## src/rtl/bitclk_uart_pkg.sv

```systemverilog
package bitclk_uart_pkg;
  typedef enum logic [1:0] {
    TX_IDLE  = 2'd0,
    TX_ARMED = 2'd1,
    TX_SEND  = 2'd2
  } tx_state_e;
endpackage

```

## src/rtl/bitclk_rst_sync.sv

```systemverilog
module bitclk_rst_sync #(
  parameter int STAGES = 2
) (
  input  logic clk,
  input  logic rst_n,
  output logic rst_sync_n
);
  logic [STAGES-1:0] sync_q;
  logic [STAGES-1:0] sync_d;

  always_comb begin
    sync_d = {sync_q[STAGES-2:0], 1'b1};
  end

  always_ff @(posedge clk or negedge rst_n) begin
    if (!rst_n) sync_q <= '0;
    else        sync_q <= sync_d;
  end

  assign rst_sync_n = sync_q[STAGES-1];
endmodule

```

## src/rtl/bitclk_div16.sv

```systemverilog
module bitclk_div16 #(
  parameter int OVERSAMPLE = 16,
  localparam int CNT_W = $clog2(OVERSAMPLE)
) (
  input  logic clk,
  input  logic rst_n,
  input  logic tick_i,
  output logic roll_o
);
  localparam logic [CNT_W-1:0] CNT_LAST = CNT_W'(OVERSAMPLE - 1);

  logic [CNT_W-1:0] cnt_q;
  logic [CNT_W-1:0] cnt_d;
  logic             cnt_en;

  assign cnt_en = tick_i;
  assign roll_o = tick_i && (cnt_q == CNT_LAST);

  always_comb begin
    cnt_d = cnt_q;
    if (cnt_en) begin
      if (cnt_q == CNT_LAST) cnt_d = '0;
      else                   cnt_d = cnt_q + 1'b1;
    end
  end

  always_ff @(posedge clk or negedge rst_n) begin
    if (!rst_n)      cnt_q <= '0;
    else if (cnt_en) cnt_q <= cnt_d;
  end

  // a wrap always restarts the bit slot at count zero
  p_wrap_to_zero_r3: assert property (@(posedge clk) disable iff (!rst_n)
    roll_o |=> (cnt_q == '0));

  // without a tick the counter holds its value
  p_hold_no_tick_r3: assert property (@(posedge clk) disable iff (!rst_n)
    !tick_i |=> $stable(cnt_q));
endmodule

```

## src/rtl/bitclk_frame_seq.sv

```systemverilog
module bitclk_frame_seq
  import bitclk_uart_pkg::*;
#(
  parameter int DATA_W = 8,
  localparam int FRAME_BITS = DATA_W + 2,
  localparam int IDX_W = $clog2(FRAME_BITS)
) (
  input  logic              clk,
  input  logic              rst_n,
  input  logic              roll_i,
  input  logic              wr_i,
  input  logic [DATA_W-1:0] data_i,
  output logic              txd_o,
  output logic              busy_o,
  output logic              stop_start_o
);
  localparam logic [IDX_W-1:0] LAST_DATA_IDX = IDX_W'(DATA_W);
  localparam logic [IDX_W-1:0] STOP_IDX      = IDX_W'(DATA_W + 1);

  tx_state_e         state_q, state_d;
  logic [IDX_W-1:0]  idx_q, idx_d;
  logic [DATA_W-1:0] sh_q, sh_d;
  logic              txd_q, txd_d;
  logic              stop_start;

  always_comb begin
    state_d    = state_q;
    idx_d      = idx_q;
    sh_d       = sh_q;
    txd_d      = txd_q;
    stop_start = 1'b0;
    unique case (state_q)
      TX_IDLE: begin
        txd_d = 1'b1;
        if (wr_i) begin
          sh_d    = data_i;
          state_d = TX_ARMED;
        end
      end
      TX_ARMED: begin
        if (roll_i) begin
          state_d = TX_SEND;
          idx_d   = '0;
          txd_d   = 1'b0;
        end
      end
      TX_SEND: begin
        if (roll_i) begin
          if (idx_q == STOP_IDX) begin
            state_d = TX_IDLE;
            idx_d   = '0;
            txd_d   = 1'b1;
          end else if (idx_q == LAST_DATA_IDX) begin
            idx_d      = idx_q + 1'b1;
            txd_d      = 1'b1;
            stop_start = 1'b1;
          end else begin
            idx_d = idx_q + 1'b1;
            txd_d = sh_q[0];
            sh_d  = {1'b0, sh_q[DATA_W-1:1]};
          end
        end
      end
      default: begin
        state_d = TX_IDLE;
        txd_d   = 1'b1;
      end
    endcase
  end

  always_ff @(posedge clk or negedge rst_n) begin
    if (!rst_n) begin
      state_q <= TX_IDLE;
      idx_q   <= '0;
      sh_q    <= '0;
      txd_q   <= 1'b1;
    end else begin
      state_q <= state_d;
      idx_q   <= idx_d;
      sh_q    <= sh_d;
      txd_q   <= txd_d;
    end
  end

  assign txd_o        = txd_q;
  assign busy_o       = (state_q != TX_IDLE);
  assign stop_start_o = stop_start;

  // the line only moves on a counter wrap
  p_edge_on_wrap_r3: assert property (@(posedge clk) disable iff (!rst_n)
    (txd_q != $past(txd_q)) |-> $past(roll_i));

  // the wrap seen while armed opens the start bit
  p_start_low_r2: assert property (@(posedge clk) disable iff (!rst_n)
    (state_q == TX_ARMED && roll_i) |=> (!txd_q && state_q == TX_SEND));

  // a write during a bit slot leaves the shift data untouched
  p_wr_ignored_r8: assert property (@(posedge clk) disable iff (!rst_n)
    (state_q == TX_SEND && wr_i && !roll_i) |=> $stable(sh_q));

  // the stop bit drives a high level
  p_stop_high_r4: assert property (@(posedge clk) disable iff (!rst_n)
    stop_start |=> txd_q);
endmodule

```

## src/rtl/bitclk_done_flag.sv

```systemverilog
module bitclk_done_flag (
  input  logic clk,
  input  logic rst_n,
  input  logic set_i,
  input  logic clr_i,
  output logic flag_o
);
  logic flag_q, flag_d;

  always_comb begin
    flag_d = flag_q;
    if (set_i)      flag_d = 1'b1;
    else if (clr_i) flag_d = 1'b0;
  end

  always_ff @(posedge clk or negedge rst_n) begin
    if (!rst_n) flag_q <= 1'b0;
    else        flag_q <= flag_d;
  end

  assign flag_o = flag_q;

  // the stop-bit event raises the flag
  p_set_raises_r5: assert property (@(posedge clk) disable iff (!rst_n)
    set_i |=> flag_q);

  // the flag stays up without a clear
  p_sticky_r6: assert property (@(posedge clk) disable iff (!rst_n)
    (flag_q && !clr_i) |=> flag_q);

  // a clear with no set drops the flag
  p_clear_drops_r6: assert property (@(posedge clk) disable iff (!rst_n)
    (clr_i && !set_i) |=> !flag_q);
endmodule

```

## src/rtl/bitclk_uart_tx.sv

```systemverilog
module bitclk_uart_tx #(
  parameter int DATA_W     = 8,
  parameter int OVERSAMPLE = 16,
  parameter int RST_STAGES = 2
) (
  input  logic              clk,
  input  logic              rst_n,
  input  logic              baud_tick,
  input  logic              wr_stb,
  input  logic [DATA_W-1:0] wr_data,
  input  logic              clr_done,
  output logic              txd,
  output logic              busy,
  output logic              done
);
  logic rst_int_n;
  logic roll;
  logic stop_start;

  bitclk_rst_sync #(.STAGES(RST_STAGES)) u_rst (
    .clk        (clk),
    .rst_n      (rst_n),
    .rst_sync_n (rst_int_n)
  );

  bitclk_div16 #(.OVERSAMPLE(OVERSAMPLE)) u_div (
    .clk    (clk),
    .rst_n  (rst_int_n),
    .tick_i (baud_tick),
    .roll_o (roll)
  );

  bitclk_frame_seq #(.DATA_W(DATA_W)) u_seq (
    .clk          (clk),
    .rst_n        (rst_int_n),
    .roll_i       (roll),
    .wr_i         (wr_stb),
    .data_i       (wr_data),
    .txd_o        (txd),
    .busy_o       (busy),
    .stop_start_o (stop_start)
  );

  bitclk_done_flag u_flag (
    .clk    (clk),
    .rst_n  (rst_int_n),
    .set_i  (stop_start),
    .clr_i  (clr_done),
    .flag_o (done)
  );

  // an idle block holds the line high
  p_idle_high_r1: assert property (@(posedge clk) disable iff (!rst_int_n)
    !busy |-> txd);

  // a write to an idle block turns busy on at the next edge
  p_busy_rise_r7: assert property (@(posedge clk) disable iff (!rst_int_n)
    (!busy && wr_stb) |=> busy);
endmodule

```

## config.mk

```make
export PLATFORM = sky130hd
export DESIGN_NAME = bitclk_uart_tx
export DESIGN_NICKNAME = d
export VERILOG_FILES = /design/src/rtl/bitclk_uart_pkg.sv /design/src/rtl/bitclk_rst_sync.sv /design/src/rtl/bitclk_div16.sv /design/src/rtl/bitclk_frame_seq.sv /design/src/rtl/bitclk_done_flag.sv /design/src/rtl/bitclk_uart_tx.sv
export SDC_FILE = /design/constraint.sdc
export NUM_CORES = 1
export LEC_CHECK = 0
export ABC_AREA = 1
export BUFFER_PORTS_ARGS = -buffer_cell sky130_fd_sc_hd__buf_2
export CORE_ASPECT_RATIO = 1.25
export CORE_MARGIN = 1
export CORE_UTILIZATION = 50
export DETAILED_ROUTE_END_ITERATION = 8
export PLACE_DENSITY_LB_ADDON = 0.3
export SETUP_SLACK_MARGIN = 0.02
export SLEW_MARGIN = 20
export SYNTH_ARGS = -nofsm -noshare
export SYNTH_HDL_FRONTEND = slang
export SYNTH_HIERARCHICAL = 1
export SYNTH_SLANG_ARGS = --single-unit
```

## constraint.sdc

```tcl
create_clock -name clk -period 1.3 [get_ports clk]
set_input_delay 0.26 -clock clk [delete_from_list [all_inputs] [get_ports clk]]
set_output_delay 0.26 -clock clk [all_outputs]
set_load 0.05 [all_outputs]
```

=== Yosys cells after proc, flatten, opt, wreduce, memory -nomap -nowiden ===
Cells that the tools add are included.

* Register bits after elaboration: 22
* Bits in latches: 0
* Bits in writable memories: 0
* Memory bits (read-only): 0
* Input bits: 13
* Output and inout bits: 3
* Word-level logic and storage cells: 56
* Memories: 0

* $add $sub $neg: 2
* Multipliers: 0
* Divide/modulo/power cells: 0
* $lt $le $gt $ge: 0
* Equal/unequal tests: 11
* Shift-type cells: 0
* Multiplexer cells: 26
* Bitwise logic cells: 0
* Reductions and logical operators: 10

{| class="wikitable"
|+ Operators with widths
! kind !! number
|-
| 8-bit two-way mux || 4
|-
| 4-bit two-way mux || 4
|-
| 8-bit one-hot mux with 2 select lines || 1
|-
| 4-bit == test, second input constant || 3
|-
| 1-bit two-way mux || 10
|-
| 2-bit != test, second input constant || 5
|-
| 4-bit by 1-bit adder with 4-bit output, second input constant || 2
|-
| 2-bit two-way mux || 4
|-
| 4-bit one-hot mux with 2 select lines || 1
|-
| 2-bit nonzero test || 4
|-
| 2-bit one-hot mux with 3 select lines || 1
|-
| 5-bit AND reduction || 1
|-
| 4-bit AND reduction || 1
|-
| 3-bit AND reduction || 1
|-
| 2-bit by 1-bit == test with 1-bit output, second input constant || 1
|-
| 2-bit == test, second input constant || 1
|-
| 2-bit logical NOT || 1
|-
| 2-bit by 1-bit != test with 1-bit output, second input constant || 1
|-
| 1-bit one-hot mux with 2 select lines || 1
|-
| 2-bit AND reduction || 1
|-
| 1-bit logical AND || 1
|}

=== Longest topological paths before layout ===
Gate-level depths: netlist of the first run.

* Depth after elaboration: 6
* Depth in mapped cells: 8

=== By module ===
The synthesis of the first run kept the hierarchy.

{| class="wikitable"
|+ Modules (own cells, without submodules)
! module !! times used !! cells an instance !! area an instance (um^2) !! sequential area each (um^2)
|-
| bitclk_frame_seq || 1 || 110 || 938.4 || 376.6
|-
| bitclk_div16 || 1 || 24 || 198.9 || 100.1
|-
| bitclk_rst_sync || 1 || 3 || 53.8 || 50.0
|-
| bitclk_done_flag || 1 || 5 || 40.0 || 25.0
|}

=== Worst setup path after synthesis of the first run ===
OpenSTA, ideal clock, no wires.

* Kind: register to register
* Start: register u_div.cnt_q[0]
* End: register u_seq.sh_q[1]
* Arrival time: 1400 ps
* Required time: 1185 ps
* Path slack: -215 ps
* Cell stages (with the launch flop): 9
* Path buffers: 0
* Period minus slack after synthesis: 1515 ps
* Path through: dfrtp_1 -> ha_1 -> nand3_1 -> nor2_1 -> nand2_4 -> nand2_8 -> nand2_8 -> nand2_2 -> nand2_2

* Word-level cells in the longest chain between the ends: 4

{| class="wikitable"
|+ Ends and longest elaborated chain
! element !! RTL line !! RTL
|-
| start, declared || bitclk_div16.sv:12 || <nowiki>logic [CNT_W-1:0] cnt_q;</nowiki>
|-
| start signal, assigned || bitclk_div16.sv:29 || <nowiki>else if (cnt_en) cnt_q <= cnt_d;</nowiki>
|-
| 4-bit == test || bitclk_div16.sv:17 || <nowiki>assign roll_o = tick_i && (cnt_q == CNT_LAST);</nowiki>
|-
| 1-bit logical AND || bitclk_div16.sv:17 ||
|-
| named net roll || bitclk_uart_tx.sv:17 || <nowiki>logic roll;</nowiki>
|-
| 2-bit != test (no line) || -- ||
|-
| 5-bit AND reduction (no line) || -- ||
|-
| end signal, assigned || bitclk_frame_seq.sv:75 || <nowiki>sh_q <= '0;</nowiki>
|-
| end signal, assigned || bitclk_frame_seq.sv:80 || <nowiki>sh_q <= sh_d;</nowiki>
|-
| end, declared || bitclk_frame_seq.sv:22 || <nowiki>logic [DATA_W-1:0] sh_q, sh_d;</nowiki>
|}

The timed path passes the listed nets, and every way through them passes these cells.
A chain may end at the register's enable or synchronous reset.

=== Worst setup path after layout of the first run ===
* Start: register u_div.cnt_q[0]
* End: register u_seq.txd_q, in the netlist u_seq/txd_o

* Word-level cells in the longest chain between the ends: 4

{| class="wikitable"
|+ Ends and longest elaborated chain
! element !! RTL line !! RTL
|-
| 4-bit == test (*) || bitclk_div16.sv:17 ||
|-
| 1-bit logical AND (*) || bitclk_div16.sv:17 ||
|-
| named net roll || bitclk_uart_tx.sv:17 ||
|-
| 2-bit != test (no line) || -- ||
|-
| 2-bit AND reduction (no line) (*) || -- ||
|-
| end signal, assigned || bitclk_frame_seq.sv:81 || <nowiki>txd_q <= txd_d;</nowiki>
|-
| end, declared || bitclk_frame_seq.sv:23 || <nowiki>logic txd_q, txd_d;</nowiki>
|}

Mark *: on every way through the listed nets, which the timed path passes. The rest lies on a longest branch.

==> metrics.md, run 1 <==
| Metric | Value |
|---|---|
| Startpoint Class | flip-flop |
| Largest stage delay, worst path | 0.43 ns |
| Final setup margin | -0.0509 ns |
| Post-synthesis cell area | 1230 um2 |
| CP required | 1.55 ns |
| Post-Syn Instances | 142 |
| Die height | 57.5 um |
| DR WL/cell | 12.3 um |
| Crit end category | flip-flop |
| Diode count | 0 |
| Finished Cell Area | 1650 um2 |
| Reg2Reg Setup Slack | -0.05 ns |
| Share of layout cells above drive strength 1 | 0.456 |
| GRT Util Overall | 0.213 |
| Status | complete, but fails checks |
| P_int | 1510 uW |
| Syn_area_per_cell | 8.67 um2 |
| Initial antenna violation count | 0 |
| Max_cap viols | 0 |
| Switch Pwr | 843 uW |
| Hpwl dp | 1790 um |
| Total number of vias | 1030 |
| Final setup viols | 15 |
| Vias per cell | 4.84 |
| Logic pwr share | 0.381 |
| Failing checks | setup timing |
| Global-route wire length before repair | 4220 um |
| WL final | 2620 um |
| Switching share of power | 0.357 |
| Clock Path Buffers | 2 |
| Register area share after synthesis | 0.448 |
| Final Hold Fails | 0 |
| Site Rows | 19 |
| Max Clock Freq | 740 MHz |
| Yosys reg bits | 22 |
| Area Growth Syn to Fin | 34.3% |
| CTS root buffer | clkbuf_4 |
| WP data arrival | 1.60 ns |
| Fin crit share | 1.04 |
| Cells along the critical path | ha_4 -> nand3_4 -> nor2_4 -> buf_12 -> o21a_1 -> o21ai_1 -> nand2_1 |
| Clock power frac | 0.158 |
| Syn_nets | 159 |
| Largest net degree at the start of global routing | 13 |
| Final slew viol count | 0 |
| PortBufs | 15 |
| P per Cell Area | 1430 nW/um2 |
| Post-Place Cell Area | 1440 um2 |
| Ports | 16 |
| Reg2reg path depth | 7 |
| Final Util | 0.732 |
| DP Cell Count | 199 |
| Layout net count | 200 |
| Synthesis Warnings | 6 |
| Htree depth | 1 |
| Crit-path slowest cell | dfrtp_1 |
| Dpl ws | -0.0574 ns |
| Most frequent cells in the layout | 41 x nand2_1, 20 x dfrtp_1, 19 x buf_4, 17 x nand2_2, 13 x buf_2 |
| RSZ-0062 raised after global routing | true |
| Worst reg2reg path endpoint | u_seq/txd_o |
| ANT nets after route | 0 |
| Routability cong. | 0.785 |
| Critical path class | reg2reg |
| HP Class | reg2async |
| Most common cell after layout, fill and taps aside | nand2_1 |
| Worst-path clk slew | 0.13 ns |
| Worst-case clock skew | 0.00880 ns |
| Static leakage | 0.000815 uW |
| Effective utilization at floorplan | 0.545 |
| Fin cells | 213 |
| Layout fillers | 162 |
| Peak VDD IR | 0.00106 V |
| DRC | 0 |
| Total gr overflow | 0 |
| Clock Latency Late Sink | 0.30 ns |
| Die area | 2670 um2 |
| R2R Path Start | u_div/cnt_q[0] |
| Starting DRT DRC Count | 23 |
| CTS Sinks | 22 |
| Die extent in x | 46.4 um |
| CTS tree | yes |
| Core area | 2260 um2 |
| CTS Buf Count | 3 |
| Vias in the first global route | 1058 |
| Initial DRT Pass Iterations | 4 |
| Final total power | 2360 uW |
| Sequential share of power | 0.462 |
| Fin crit period | 1.35 ns |
| Synth unique cells | 24 |
| Crit Path Max Fanout | 4 |
[worst max-delay path: cells and delay by family (launching register included)]
kind	cells	cell delay, ns
buffers and inverters	1	0.14
DFF	1	0.43
and+or+nand+nor	3	0.32
adders and majority gates	1	0.17
AOI/OAI and AO/OA	2	0.24
[final cells by class]
| class | count | area (um2) | share of cell area |
|---|---|---|---|
| Sequential cell | 22 | 553 | 0.334 |
| Inverter | 14 | 52.6 | 0.0318 |
| Multi-Input combinational cell | 105 | 698 | 0.422 |
| Tap cell | 31 | 38.8 | 0.0234 |
| Timing Repair Buffer | 37 | 275 | 0.166 |
| Clock buffer | 4 | 36.3 | 0.0219 |
[stage by stage]
step                setup TNS, ns  hold slack (ns)
detailed placement         -0.410           0.0464
global placement          -0.0543           0.0451
CTS                        -0.338            0.179
floorplan                       0          -0.0356
global route                -1.19            0.172
finish                     -0.474            0.179
[flip-flops by register name (all words and copies together) (netlist names)]
signal	flops
u_flag/flag_o	1
u_seq/sh_q	8
u_seq/txd_o	1
u_seq/idx_q	4
u_seq/state_q	2
u_rst/sync_q	2
u_div/cnt_q	4
[power by group through the flow]
stage	logic [uW]	clock network (uW)	registers, uW
finish	898	372	1090
global placement	733	0	1050
floorplan	451	0	1120
CTS	852	388	1070
global route	997	421	1110
detailed placement	780	0	1060
[cells by family (layout without fill, tap and decap cells)]
family          Yosys count  count (layout)  share of synthesized area
simple gates             88              88                      0.396
other cells               1               1                    0.00305
buf+inv                  15              55                     0.0518
xor+xnor                  3               3                     0.0213
compound gates            9               9                     0.0386
flops                    22              22                      0.448
fa+ha+maj                 4               4                     0.0407
[worst max path at each step]
stage	start	to	cells after the start
finish	u_div/cnt_q[0]	u_seq/txd_o	7
global route	u_div/cnt_q[0]	u_flag/flag_o	8
CTS	u_seq/state_q[0]	busy	3
detailed placement	u_div/cnt_q[1]	u_seq/sh_q[1]	8
global placement	u_div/cnt_q[0]	u_seq/sh_q[7]	8
floorplan	u_div/cnt_q[0]	u_seq/sh_q[1]	8
[per-layer routing]
layer	GRT usage	routed length, um	vias to the layer above
li1	-	-	522
met1	0.236	1120	492
met2	0.395	1410	12
met3	0.0285	40	4
met4	0.0630	47	0
met5	0	0	-
[Yosys cell counts (all sizes together)]
cell    count  share of area
inv        14          0.043
buf         1         0.0091
o21a        1         0.0061
nand2      66           0.28
nand3b      1         0.0061
xor2        1         0.0071
xnor2       2          0.014
a21oi       1         0.0041
dfrtp      21           0.43
dfstp       1          0.021
nand3      15          0.085
nor2        6          0.026
conb        1         0.0030
ha          4          0.041
o21ai       7          0.028
[repair_timing]
item | CTS | global route
hold buffers | 1 | 0
endpoints found under the setup margin | 15 | 18
gates resized for setup | 13 | 11
pin swaps | 6 | 9
buffers inserted | 3 | 6
hold endpoints to repair | 2 | 0
Note: power is estimated with default switching activity, not from simulation.
==> run 2: changes to the inputs <==
--- a/config.mk
+++ b/config.mk
@@ -5,7 +5,6 @@
 export SDC_FILE = /design/constraint.sdc
 export NUM_CORES = 1
 export LEC_CHECK = 0
-export ABC_AREA = 1
 export BUFFER_PORTS_ARGS = -buffer_cell sky130_fd_sc_hd__buf_2
 export CORE_ASPECT_RATIO = 1.25
 export CORE_MARGIN = 1
==> run 2 against run 1 <==
  * Synthesized area shrank 7.2%
  * Largest power group unchanged
  * Global-route usage increased by 4.0 points
  * The run still ends with setup timing left
  * Cell area up 8.9%
  * Via count fell by 5.4%
  * Highest routed layer unchanged
  * Clock power increased by 43%
  * Critical path type unchanged
  * Register-to-register slack got worse by 0.23 ns
  * Combinational power up 14%
  * Routed wire length is 17% higher
  * Synthesized cell count down 23%
==> metrics.md, run 2 <==
| Metric | Value |
|---|---|
| CTS tree | yes |
| Crit Path Max Fanout | 6 (+2) |
| Post-synthesis cell area | 1140 um2 (-7.2%) |
| Peak VDD IR | 0.00129 V (+22%) |
| Synth unique cells | 32 (+33%) |
| Vias in the first global route | 1059 (+0.095%) |
| Max_cap viols | 0 (unchanged) |
| Static leakage | 0.000892 uW (+9.4%) |
| Layout net count | 182 (-9.0%) |
| Reg2Reg Setup Slack | -0.28 ns (-0.23 ns) |
| Max Clock Freq | 632 MHz (-15%) |
| Top reg by flops | u_seq/sh_q |
| Layout fillers | 134 (-17%) |
| Failing checks | setup timing |
| Diode count | 0 (unchanged) |
| Htree depth | 1 (unchanged) |
| Effective utilization at floorplan | 0.522 (-0.0228) |
| Die area | 2480 um2 (-6.9%) |
| Fin crit share | 1.22 (+0.177) |
| Status | complete, but fails checks |
| Global-route wire length before repair | 4490 um (+6.5%) |
| Clock Latency Late Sink | 0.32 ns (+0.02 ns) |
| Die height | 55.4 um (-3.5%) |
| Critical path class | reg2reg |
| CTS Sinks | 22 (unchanged) |
| Area Growth Syn to Fin | 57.7% |
| CTS Buf Count | 3 (unchanged) |
| Total number of vias | 974 (-5.4%) |
| Site Rows | 19 (unchanged) |
| Number of flops mapped to enable cells by yosys | 0 (unchanged) |
| Initial DRT Pass Iterations | 4 (unchanged) |
| Register area share after synthesis | 0.483 (+0.0349) |
| Die extent in x | 44.8 um (-3.5%) |
| Share of layout cells above drive strength 1 | 0.567 (+0.111) |
| Total gr overflow | 0 (unchanged) |
| Synthesis Warnings | 6 (unchanged) |
| Final slew viol count | 0 (unchanged) |
| RSZ-0062 raised after global routing | true |
| Worst reg2reg path endpoint | u_seq/sh_q[0] |
| GRT Util Overall | 0.253 (+0.0402) |
| DRC | 0 (unchanged) |
| Most frequent cells in the layout | 27 x nand2_1, 27 x buf_4, 20 x dfrtp_1, 13 x buf_2, 8 x buf_6 |
| Synth async-reset ratio | 1.00 (unchanged) |
| Max reg flops | 8 (unchanged) |
| Routability cong. | 0.851 (+8.3%) |
| Startpoint Class | flip-flop |
| Core area | 2190 um2 (-3.2%) |
| Area occupied by multi-input gates | 701 um2 (+0.36%) |
| Largest registers | u_seq/sh_q (8), u_div/cnt_q (4), u_seq/idx_q (4) |
| Syn_nets | 126 (-21%) |
| WP data arrival | 1.80 ns (+0.20 ns) |
| Ports | 16 (unchanged) |
| Reg2reg path depth | 6 (-1) |
| Post-Syn Instances | 109 (-23%) |
| Leading area contributor after synthesis | dfrtp_1 |
| WL final | 3070 um (+17%) |
| FF/Latch Area | 553 um2 (unchanged) |
| Final setup viols | 17 (+2) |
| Initial antenna violation count | 0 (unchanged) |
| Top-count cell post-synth | nand2_1 |
| DR WL/cell | 15.7 um (+28%) |
| CTS root buffer | clkbuf_4 |
| Clock Path Buffers | 2 (unchanged) |
| Worst-case clock skew | 0.00205 ns (-0.00675 ns) |
| R2R Path Start | u_seq/state_q[1] |
| Setup TNS | -3.21 ns (-2.74 ns) |
| Top post-synthesis cells by area | dfrtp_1 46%, mux2_4 9.2%, nand2_1 9.2% |
| Worst-path clk slew | 0.12 ns (about the same) |
| Post-synth top area share | 0.460 (+0.0332) |
| CP required | 1.52 ns (-0.03 ns) |
| Synth top cells by count | 28 x nand2_1, 21 x dfrtp_1, 7 x mux2_4, 5 x inv_1 |
| Vias per cell | 4.99 (+3.3%) |
| P per Cell Area | 1440 nW/um2 (+1.4%) |
| PortBufs | 15 (unchanged) |
| Final setup margin | -0.281 ns (-0.231 ns) |
| Starting DRT DRC Count | 14 (-39%) |
| Crit end category | flip-flop |
| HP Class | reg2async |
| Synth Flop Type | dfrtp_1 |
| Largest net degree at the start of global routing | 14 (+1) |
| Hpwl dp | 1840 um (+2.8%) |
| ANT nets after route | 0 (unchanged) |
| Fin crit period | 1.58 ns (+0.231 ns) |
| Dpl ws | -0.342 ns (-0.285 ns) |
| Yosys reg bits | 22 (unchanged) |
| Syn_area_per_cell | 10.5 um2 (+21%) |
| Final Hold Fails | 0 (unchanged) |
## run 2: routing by layer
metal	global-route usage	vias to the layer above	wire (um)	share of wire
met1	0.256	469	1200	0.39
met3	0.0490	7	96	0.031
met2	0.462	21	1710	0.56
li1	-	477	-	-
met5	0	-	0	0
met4	0.130	0	68	0.022
## run 2: power breakdown
part,internal [uW],switching (uW)
registers,891,164
clock network,312,219
logic,625,392
total,1830,775
## run 2: layout make-up
| class | count | share of cell area |
|---|---|---|
| Timing Repair Buffer | 53 | 0.243 |
| Multi-Input combinational cell | 80 | 0.389 |
| Inverter | 5 | 0.0104 |
| Clock buffer | 3 | 0.0125 |
| Sequential cell | 22 | 0.307 |
| Clock inverter | 1 | 0.0167 |
| Tap cell | 31 | 0.0215 |
## run 2: critical path, cell delays in order, from the launching register on
cell      delay (ns)
dfrtp_1         0.37
buf_4           0.15
nor2_1          0.08
a311oi_4        0.31
o21ai_4         0.12
buf_12          0.15
mux2_4          0.30
## run 2: how the worst max path moves through the flow
stage	start	to	slack [ns]	cells past startpoint
after global routing	u_div/cnt_q[1]	u_seq/sh_q[0]	-0.32	8
after CTS	u_seq/idx_q[0]	u_seq/sh_q[3]	-0.29	6
after floorplan	u_div/cnt_q[1]	u_seq/sh_q[0]	-0.28	7
after global placement	u_div/cnt_q[1]	u_seq/sh_q[0]	-0.25	7
after detailed placement	u_div/cnt_q[1]	u_seq/sh_q[3]	-0.34	7
final	u_seq/state_q[1]	u_seq/sh_q[0]	-0.28	6
## run 2: cells by family (layout without fill, tap and decap cells)
family,after synthesis,after routing,share of synthesized area
fa+ha+maj,4,4,0.0438
other cells,1,1,0.00328
xor+xnor,2,2,0.0153
buf+inv,7,62,0.0307
mux,9,9,0.111
flops,22,22,0.483
simple gates,43,43,0.176
compound gates,21,21,0.137
## run 2: what timing repair did
item                       in CTS  in global routing
hold buffers                    1                  0
setup buffers                   7                  6
pin swaps                       7                  5
gates cloned                    0                  0
setup endpoints to repair      16                 17
gates resized for setup        20                 16
hold endpoints to repair        2                  0
## run 2: stage by stage
stage               instances  power, uW  area [um2]  hold slack (ns)  utilization
floorplan                 109       1490        1170          -0.0356            -
global placement          178       1730        1470           0.0445        0.672
detailed placement        178       1780        1470           0.0464        0.672
CTS                       189       2420        1670            0.173        0.765
global route              195       2720        1800            0.186        0.824
finish                    195       2600        1800            0.186        0.824
